===== src/rtl/enc_pkg.sv =====
package enc_pkg;
   // rounded Q-format coefficient from a value given in thousandths
   function automatic int coef(input int milli, input int frac);
      return (milli * (1 << frac) + 500) / 1000;
   endfunction

   function automatic int full_scale(input int in_w);
      return (1 << in_w) - 1;
   endfunction

   // 40 IRE below black on a 100 IRE full scale
   function automatic int ntsc_sync_depth(input int in_w);
      return (full_scale(in_w) * 40 + 50) / 100;
   endfunction

   // 300 mV below black on a 714 mV full scale
   function automatic int pal_sync_depth(input int in_w);
      return (full_scale(in_w) * 300 + 357) / 714;
   endfunction

   // each burst component is the resultant divided by sqrt(2)
   function automatic int pal_burst_part(input int in_w);
      return (pal_sync_depth(in_w) * 724 + 512) / 1024;
   endfunction
endpackage


===== src/rtl/enc_matrix.sv =====
module enc_matrix
   import enc_pkg::*;
#(
   parameter int IN_W = 8,
   parameter int FRAC = 10
) (
   input  logic                   clk,
   input  logic                   rst_n,
   input  logic [IN_W-1:0]        red,
   input  logic [IN_W-1:0]        green,
   input  logic [IN_W-1:0]        blue,
   output logic [IN_W-1:0]        y_q,
   output logic signed [IN_W:0]   u_q,
   output logic signed [IN_W:0]   v_q
);
   localparam int KR   = coef(299, FRAC);
   localparam int KB   = coef(114, FRAC);
   localparam int KG   = (1 << FRAC) - KR - KB;   // coefficients sum to one
   localparam int KU   = coef(493, FRAC);
   localparam int KV   = coef(877, FRAC);
   localparam int HALF = 1 << (FRAC - 1);

   logic [IN_W-1:0]      y_n;
   logic signed [IN_W:0] u_n, v_n;
   int                   acc_y, diff_u, diff_v;

   always_comb begin
      acc_y  = KR * int'(red) + KG * int'(green) + KB * int'(blue);
      y_n    = IN_W'((acc_y + HALF) >>> FRAC);
      diff_u = int'(blue) - int'(y_n);
      diff_v = int'(red) - int'(y_n);
      u_n    = (IN_W+1)'((KU * diff_u + HALF) >>> FRAC);
      v_n    = (IN_W+1)'((KV * diff_v + HALF) >>> FRAC);
   end

   always_ff @(posedge clk or negedge rst_n) begin
      if (!rst_n) begin
         y_q <= '0;
         u_q <= '0;
         v_q <= '0;
      end else begin
         y_q <= y_n;
         u_q <= u_n;
         v_q <= v_n;
      end
   end
endmodule


===== src/rtl/enc_quad_mod.sv =====
module enc_quad_mod
   import enc_pkg::*;
#(
   parameter int IN_W  = 8,
   parameter int OUT_W = 12
) (
   input  logic [IN_W-1:0]          y,
   input  logic signed [IN_W:0]     u,
   input  logic signed [IN_W:0]     v,
   input  logic                     sync,
   input  logic                     gate,
   input  logic                     pal,
   input  logic                     flip,
   input  logic [1:0]               phase,
   output logic signed [OUT_W-1:0]  luma_n,
   output logic signed [OUT_W-1:0]  chroma_n
);
   localparam int NSYNC = ntsc_sync_depth(IN_W);
   localparam int PSYNC = pal_sync_depth(IN_W);
   localparam int PBURST = pal_burst_part(IN_W);

   int l_val, u_sel, v_sel, v_car, c_val;

   always_comb begin
      // sync overrides burst and video
      if (sync) begin
         l_val = pal ? -PSYNC : -NSYNC;
         u_sel = 0;
         v_sel = 0;
      end else begin
         l_val = int'(y);
         if (gate) begin
            u_sel = pal ? -PBURST : -NSYNC;
            v_sel = pal ? PBURST : 0;
         end else begin
            u_sel = int'(u);
            v_sel = int'(v);
         end
      end
      // PAL line alternation of the V carrier
      v_car = (pal && flip) ? -v_sel : v_sel;
      // sine 0,+1,0,-1 on U; cosine +1,0,-1,0 on V
      unique case (phase)
         2'd0:    c_val = v_car;
         2'd1:    c_val = u_sel;
         2'd2:    c_val = -v_car;
         default: c_val = -u_sel;
      endcase
      luma_n   = OUT_W'(l_val);
      chroma_n = OUT_W'(c_val);
   end
endmodule


===== src/rtl/enc_sum_sat.sv =====
module enc_sum_sat #(
   parameter int OUT_W    = 12,
   parameter bit NEED_SAT = 1'b1
) (
   input  logic signed [OUT_W-1:0] a,
   input  logic signed [OUT_W-1:0] b,
   output logic signed [OUT_W-1:0] s
);
   localparam logic signed [OUT_W:0] MAXV = (OUT_W+1)'((1 << (OUT_W-1)) - 1);
   localparam logic signed [OUT_W:0] MINV = -MAXV - 1;

   logic signed [OUT_W:0] wide;
   assign wide = {a[OUT_W-1], a} + {b[OUT_W-1], b};

   generate
      if (NEED_SAT) begin : g_sat
         // clamp to the signed output range
         always_comb begin
            if (wide > MAXV)      s = MAXV[OUT_W-1:0];
            else if (wide < MINV) s = MINV[OUT_W-1:0];
            else                  s = wide[OUT_W-1:0];
         end
      end else begin : g_wide
         assign s = wide[OUT_W-1:0];
      end
   endgenerate
endmodule


===== src/rtl/rgb_composite_enc.sv =====
module rgb_composite_enc #(
   parameter int IN_W  = 8,
   parameter int OUT_W = 12,
   parameter int FRAC  = 10
) (
   input  logic                     clk,
   input  logic                     rst_n,
   input  logic [IN_W-1:0]          red,
   input  logic [IN_W-1:0]          green,
   input  logic [IN_W-1:0]          blue,
   input  logic                     sync_lvl,
   input  logic                     burst_gate,
   input  logic                     line_tgl,
   input  logic                     std_pal,
   output logic signed [OUT_W-1:0]  luma_out,
   output logic signed [OUT_W-1:0]  chroma_out,
   output logic signed [OUT_W-1:0]  comp_out
);
   // sum of luma and chroma fits in IN_W+2 signed bits
   localparam bit NEED_SAT = (OUT_W < IN_W + 2);

   generate
      if (IN_W < 4 || IN_W > 12) begin : g_bad_in
         $error("rgb_composite_enc: IN_W out of range");
      end
      if (OUT_W < IN_W + 1) begin : g_bad_out
         $error("rgb_composite_enc: OUT_W too narrow for luma");
      end
      if (FRAC < 8 || FRAC + IN_W > 28) begin : g_bad_frac
         $error("rgb_composite_enc: FRAC out of range");
      end
   endgenerate

   logic [1:0] phase_q, s1_phase;
   logic       s1_sync, s1_gate, s1_pal, s1_flip;

   always_ff @(posedge clk or negedge rst_n) begin
      if (!rst_n) begin
         phase_q  <= 2'd0;
         s1_phase <= 2'd0;
         s1_sync  <= 1'b0;
         s1_gate  <= 1'b0;
         s1_pal   <= 1'b0;
         s1_flip  <= 1'b0;
      end else begin
         phase_q  <= phase_q + 2'd1;
         s1_phase <= phase_q;
         s1_sync  <= sync_lvl;
         s1_gate  <= burst_gate;
         s1_pal   <= std_pal;
         s1_flip  <= line_tgl;
      end
   end

   logic [IN_W-1:0]         y_q;
   logic signed [IN_W:0]    u_q, v_q;
   logic signed [OUT_W-1:0] luma_n, chroma_n, comp_n;

   enc_matrix #(.IN_W(IN_W), .FRAC(FRAC)) u_matrix (
      .clk   (clk),
      .rst_n (rst_n),
      .red   (red),
      .green (green),
      .blue  (blue),
      .y_q   (y_q),
      .u_q   (u_q),
      .v_q   (v_q)
   );

   enc_quad_mod #(.IN_W(IN_W), .OUT_W(OUT_W)) u_mod (
      .y        (y_q),
      .u        (u_q),
      .v        (v_q),
      .sync     (s1_sync),
      .gate     (s1_gate),
      .pal      (s1_pal),
      .flip     (s1_flip),
      .phase    (s1_phase),
      .luma_n   (luma_n),
      .chroma_n (chroma_n)
   );

   enc_sum_sat #(.OUT_W(OUT_W), .NEED_SAT(NEED_SAT)) u_sum (
      .a (luma_n),
      .b (chroma_n),
      .s (comp_n)
   );

   // all outputs clear on reset
   always_ff @(posedge clk or negedge rst_n) begin
      if (!rst_n) begin
         luma_out   <= '0;
         chroma_out <= '0;
         comp_out   <= '0;
      end else begin
         luma_out   <= luma_n;
         chroma_out <= chroma_n;
         comp_out   <= comp_n;
      end
   end
endmodule


===== config.mk =====
export PLATFORM = sky130hd
export DESIGN_NAME = rgb_composite_enc
export DESIGN_NICKNAME = d
export VERILOG_FILES = /design/src/rtl/enc_pkg.sv /design/src/rtl/enc_matrix.sv /design/src/rtl/enc_quad_mod.sv /design/src/rtl/enc_sum_sat.sv /design/src/rtl/rgb_composite_enc.sv
export SDC_FILE = /design/constraint.sdc
export NUM_CORES = 1
export LEC_CHECK = 0
export BUFFER_PORTS_ARGS = -buffer_cell sky130_fd_sc_hd__buf_2
export CORE_MARGIN = 10
export CORE_UTILIZATION = 32
export CTS_CLUSTER_SIZE = 40
export DETAILED_ROUTE_END_ITERATION = 8
export GPL_ROUTABILITY_DRIVEN = 0
export PLACE_DENSITY = 0.53
export SYNTH_ARGS = -nofsm -noshare
export SYNTH_HDL_FRONTEND = slang
export SYNTH_HIERARCHICAL = 1
export SYNTH_SLANG_ARGS = --single-unit

===== constraint.sdc =====
create_clock -name clk -period 4.9 [get_ports clk]
set_input_delay 0.49 -clock clk [delete_from_list [all_inputs] [get_ports clk]]
set_output_delay 0.49 -clock clk [all_outputs]
set_load 0.01 [all_outputs]

==> summary.md, run 1 <==
| Metric | Value |
|---|---|
| Vias | 8809 |
| Layout cells sized above 1 | 37.36% |
| Library cells used by synthesis | 80 |
| Remaining global-route overflow | 0 |
| Setup tns final | -115400 ps |
| Crit path kind | primary input to flip-flop |
| Synth top area cells | ha_1 (27%), fa_1 (18%), dfrtp_1 (16%) |
| Drt total wl | 26.54 mm |
| Area Growth Syn to Fin | 39.58% |
| Delay-heaviest family, CP | adder cells |
| Tcrit/Tclk final | 226.9% |
| Placement Rows | 67 |
| # nets final | 1823 |
| Reg-to-reg endpoint | comp_out[11] |
| Cts bufs inserted | 9 |
| DP HPWL | 21.99 mm |
| Fin. Hold Viols | 0 |
| Vias in the first global route | 9359 |
| Run status | finished with violations |
| F_max | 89.93 MHz |
| Share of the synthesized area in the top cell type | 26.93% |
| Die Y-Extent | 205.1 um |
| Layout Skew | 10.31 ps |
| Die area | 42060 um^2 |
| Largest net degree at the start of global routing | 71 |
| Post-synthesis register bit count | 70 |
| Mapped Cells | 1152 |
| Reg2Reg Setup Slack | 450 ps |
| Initial antenna violation count | 0 |
| Post-Syn Area | 10960 um^2 |
| Number of synthesized flops with an enable pin | 0 |
| Failing checks | setup timing |
| Critical path capture point type | flip-flop |
| CTS tree | yes |
| Worst R2R Start | s1_sync |
| Most area-hungry cell type in the Yosys netlist | ha_1 |
| CTS Hold Bufs | 0 |
| Maxcap violations | 0 |
| Ant. Diodes | 0 |
| Nature of the critical path startpoint | primary input |
| Commonest non-fill, non-tap cell in the layout | buf_4 |
| HP Class | primary input to asynchronous set/reset pin |
| Worst Tran Pin Value | 826.8 ps |
| Worst-path clk slew | 60 ps |
| Worst path most repeated cell | ha_4 |
| Cell at the slowest stage of the critical path | fa_2 |
| DIE WIDTH | 205.1 um |
| Clk sink count | 70 |
| Clk buf depth | 2 |
| Drt drc | 0 |
| Port bufs | 65 |
| Synth async-reset ratio | 100.0% |
| Synth Flop Type | dfrtp_1 |
| CP required | 5150 ps |
| Fin crit period | 11120 ps |
| CP startpoint | red[2] |
| CTS root buffer | clkbuf_16 |
| Most frequent cells in the layout | buf_4 (226), ha_1 (191), inv_1 (187) |
| Final slew viol count | 0 |
| Routed vias/inst | 4.607 |
| Unrepaired setup endpoints after global routing | true |
| PnR worst setup slack | -6219 ps |
| Synth Area per Inst | 9.517 um^2 |
| Crit-path max cell delay | 550 ps |
| CP max FO | 3 |
| Critical Path AT | 11370 ps |
| Core ar. | 33700 um^2 |
| First-pass GRT wire length | 44.73 mm |
| Global Route Usage Sum | 12.83% |
| Initial Util | 32.53% |
| Worst Path Buf+Inv | 9 |
| Slew margin rel. | 44.88% |
| Final setup fails | 26 |
| Total of warnings raised by yosys | 6 |
| Clock latency on the worst-skew pair | 330 ps |
| R2r worst-path depth | 15 |
| Sequential-to-total area share from yosys stat | 15.98% |
| DRT Pass-1 Iters | 5 |
| Dpl ws | -6894 ps |
| Routed Antenna Nets | 0 |
| H-tree depth | 3 |
| Num ports | 66 |
| Post-DR wirelength/cell | 13.88 um |
| Syn_nets | 1516 |
| DRT iter0 DRCs | 326 |
Yosys cell counts, drive strengths merged, types with 4 or more instances:
cell type	count
buf	11
o31ai	7
nand2	44
a211oi	9
nor4	8
dfrtp	70
o21bai	9
nand4	8
nand3	16
maj3	11
nor2b	13
nor2	50
nand2b	13
and2	6
a21o	11
inv	226
o21ai	36
a31oi	6
a221oi	6
or2	8
mux2i	6
o21a	14
xor2	19
o22ai	4
and3	4
fa	98
or3	6
a21oi	54
ha	236
nor3	16
xnor2	68
clkbuf	12
o211ai	4
stage by stage:
stage	instance area (um^2)	utilization [%]	hold WS, ps	cells
CTS	14820	43.97	249.4	1900
global route	15300	45.41	254.6	1912
detailed placement	13510	40.08	385.9	1845
global placement	13510	40.08	382.4	1845
finish	15300	45.41	255.6	1912
floorplan	11200	-	194.4	1152
worst register-to-register path, stage by stage, from the launching register on:
cell,delay [ps]
dfrtp_1,410
nor2_1,490
nand2_1,200
ha_1,260
inv_1,70
a221oi_1,70
or3_1,530
o311a_1,270
o221a_2,260
a21oi_1,270
ha_1,350
and3_1,230
a2111oi_4,400
a21oi_2,160
a41oi_2,250
xnor2_1,150
logic make-up after synthesis:
logic type,count (synthesis),synth area share (%)
xor gates and xnor gates,88,7.396
DFF,70,15.98
and+or+nand+nor,205,9.678
muxes,8,0.7533
adders and majority gates,345,45.90
AOI/OAI and AO/OA,187,11.58
buffers and inverters,249,8.708
layout make-up:
type | instances | area (um^2)
inverters | 226 | 859.6
well taps | 448 | 560.5
flip-flops and latches | 70 | 1752
multi-input cells | 833 | 9387
repair buffers | 319 | 2396
clock inverters | 7 | 122.6
clock buffers | 9 | 225.2
fillers | 3234 | 18400
layer usage:
metal	global-route usage (%)	vias to the layer above	wire length [um]
met3	1.358	22	954
met4	2.599	0	286
li1	-	4468	-
met1	16.05	4194	11910
met2	23.25	125	13390
met5	0	-	0
sequential cells by signal (all words and copies together), names as in the netlist:
| register | cells |
|---|---|
| comp_out | 12 |
| s1_gate | 1 |
| u_matrix/v_q | 9 |
| s1_phase | 2 |
| phase_q | 2 |
| chroma_out | 12 |
| s1_flip | 1 |
| u_matrix/u_q | 9 |
| u_matrix/y_q | 8 |
| luma_out | 12 |
| s1_pal | 1 |
| s1_sync | 1 |
worst max-delay path by stage:
stage | endpoint | depth (start not counted) | slack, ps
after detailed placement | u_matrix/v_q[8] | 48 | -6890
after floorplan | u_matrix/v_q[8] | 48 | -6390
after global routing | u_matrix/v_q[8] | 49 | -6630
after CTS | u_matrix/v_q[8] | 49 | -6280
after global placement | u_matrix/v_q[8] | 48 | -6790
final | u_matrix/v_q[8] | 49 | -6220
repair_timing:
item / in CTS / in global routing
hold endpoints to repair: 0 / 0
endpoints found under the setup margin: 26 / 26
gates cloned: 0 / 0
resized for setup: 124 / 92
buffers inserted: 62 / 15
pin swaps: 108 / 53
Power of run 1 is left out: the tool's default activity adds up to more than one toggle a clock period on the data nets, which glitch-free logic cannot reach.
==> run 2: changes to the inputs <==
SKIP_LAST_GASP = 1   (was default)
SLEW_MARGIN = 25   (was default)
==> run 2 against run 1 <==
The run still ends with setup timing left. Global-route usage is essentially flat. Cell count is the same. Hold slack gained 2.0 ps. Clock skew is essentially flat. Worst setup slack lost 39 ps.
==> summary.md, run 2 (same netlist as run 1, synthesis figures left out) <==
| Metric | Value |
|---|---|
| Run status | finished with violations (unchanged) |
| Failing checks | setup timing (unchanged) |
| Dpl cell area | 13510 um^2 (unchanged) |
| # nets final | 1823 (unchanged) |
| First-pass GRT wire length | 44.74 mm (was 44.73 mm) |
| Clk buf depth | 2 (unchanged) |
| H-tree depth | 3 (unchanged) |
| Clk sink count | 70 (unchanged) |
| Worst-path clk slew | 60 ps (about the same) |
| Ant. Diodes | 0 (unchanged) |
| Post-DR wirelength/cell | 13.86 um (was 13.88 um) |
| CTS root buffer | clkbuf_16 (unchanged) |
| Port bufs | 65 (unchanged) |
| PnR worst setup slack | -6258 ps (was -6219 ps) |
| DIE WIDTH | 205.1 um (unchanged) |
| Die area | 42060 um^2 (unchanged) |
| Worst path most repeated cell | ha_4 (unchanged) |
| CP startpoint | red[2] (unchanged) |
| Vias | 8832 (was 8809) |
| CP max FO | 3 (unchanged) |
| Routed Antenna Nets | 0 (unchanged) |
| Clock latency on the worst-skew pair | 330 ps (about the same) |
| CTS tree | yes (unchanged) |
| Routed vias/inst | 4.619 (was 4.607) |
| Most frequent cells in the layout | buf_4 (231), inv_1 (190), ha_1 (186) (was buf_4 (226), ha_1 (191), inv_1 (187)) |
| Regs by FF count | chroma_out: 12 flops, comp_out: 12 flops, luma_out: 12 flops (unchanged) |
| Cell at the slowest stage of the critical path | fa_2 (unchanged) |
| Final setup fails | 26 (unchanged) |
| Nature of the critical path startpoint | primary input (unchanged) |
| DRT Pass-1 Iters | 5 (unchanged) |
| Dpl ws | -6894 ps (unchanged) |
| R2r worst-path depth | 15 (unchanged) |
| Core ar. | 33700 um^2 (unchanged) |
| Cts bufs inserted | 9 (unchanged) |
| Fin. Hold Viols | 0 (unchanged) |
| Maxcap violations | 0 (unchanged) |
| Critical Path AT | 11400 ps (was 11370 ps) |
| Critical path capture point type | flip-flop (unchanged) |
| HP Class | primary input to asynchronous set/reset pin (unchanged) |
| Final instance area | 15350 um^2 (was 15300 um^2) |
| DRT iter0 DRCs | 362 (was 326) |
| Num ports | 66 (unchanged) |
| Worst Tran Pin Value | 825.8 ps (was 826.8 ps) |
| Crit path kind | primary input to flip-flop (unchanged) |
| Initial antenna violation count | 0 (unchanged) |
| Tcrit/Tclk final | 227.7% (was 226.9%) |
| Area Growth Syn to Fin | 40.03% (was 39.58%) |
| Remaining global-route overflow | 0 (unchanged) |
| Placement Rows | 67 (unchanged) |
| Final slew viol count | 0 (unchanged) |
| Commonest non-fill, non-tap cell in the layout | buf_4 (unchanged) |
| F_max | 89.62 MHz (was 89.93 MHz) |
| Slew margin rel. | 44.94% (was 44.88%) |
| DP HPWL | 21.99 mm (unchanged) |
| Initial Util | 32.53% (unchanged) |
| Layout Skew | 10.55 ps (was 10.31 ps) |
| Unrepaired setup endpoints after global routing | true (unchanged) |
| Reg-to-reg endpoint | comp_out[11] (unchanged) |
| Layout cells sized above 1 | 37.43% (was 37.36%) |
| Layout fillers | 3213 (was 3234) |
| Global Route Usage Sum | 12.83% (about the same) |
| Crit-path max cell delay | 550 ps (about the same) |
| Worst R2R Start | s1_sync (unchanged) |
| Reg2Reg Setup Slack | 500 ps (was 450 ps) |
| Drt drc | 0 (unchanged) |
| Largest net degree at the start of global routing | 71 (unchanged) |
| CP required | 5140 ps (was 5150 ps) |
| Drt total wl | 26.51 mm (was 26.54 mm) |
| Vias in the first global route | 9376 (was 9359) |
| Fin crit period | 11160 ps (was 11120 ps) |
| Die Y-Extent | 205.1 um (unchanged) |
==> run 2: timing repair <==
item                                    4_1_cts  5_1_grt
pin swaps                                   107       67
resized for setup                           112       98
hold buffers                                  0        0
endpoints found under the setup margin       26       26
buffers inserted                             62       15
==> run 2: layout make-up <==
class	instances	area, um^2	area share [%]
multi-input cells	833	9454	61.59
repair buffers	319	2377	15.49
flip-flops and latches	70	1752	11.41
inverters	226	859.6	5.599
well taps	448	560.5	3.651
clock buffers	9	225.2	1.467
clock inverters	7	122.6	0.7988
==> run 2: metrics by stage <==
stage | hold slack (ps) | TNS, ps | util (%) | instances
6_report | 257.6 | -116500 | 45.55 | 1912
5_1_grt | 254.6 | -125410 | 45.55 | 1912
4_1_cts | 249.4 | -116840 | 43.85 | 1900
3_5_place_dp | 385.9 | -132640 | 40.08 | 1845
3_3_place_gp | 382.4 | -130060 | 40.08 | 1845
2_1_floorplan | 194.4 | -115330 | - | 1152
==> run 2: how the worst max path moves through the flow <==
stage                 endpoint  slack, ps  depth (start not counted)
2_1_floorplan  u_matrix/v_q[8]      -6390                         48
3_3_place_gp   u_matrix/v_q[8]      -6790                         48
3_5_place_dp   u_matrix/v_q[8]      -6890                         48
4_1_cts        u_matrix/v_q[8]      -6280                         49
5_1_grt        u_matrix/u_q[6]      -6710                         51
6_report       u_matrix/v_q[8]      -6260                         49
==> run 2: layer usage <==
layer | vias to the layer above | track usage [%] | share of wire (%)
met4 | 0 | 2.809 | 1.6
met1 | 4205 | 15.97 | 44
met3 | 24 | 1.437 | 3.7
met5 | - | 0 | 0
met2 | 137 | 23.23 | 50
li1 | 4466 | - | -
==> run 2: worst max-delay path: cells and delay by family <==
family,cells,cell delay (ps)
AOI/OAI and AO/OA,6,880
xor gates and xnor gates,5,840
adders and majority gates,22,7760
buffers and inverters,9,550
and+or+nand+nor,7,880
Power of run 2 is left out for the same reason.
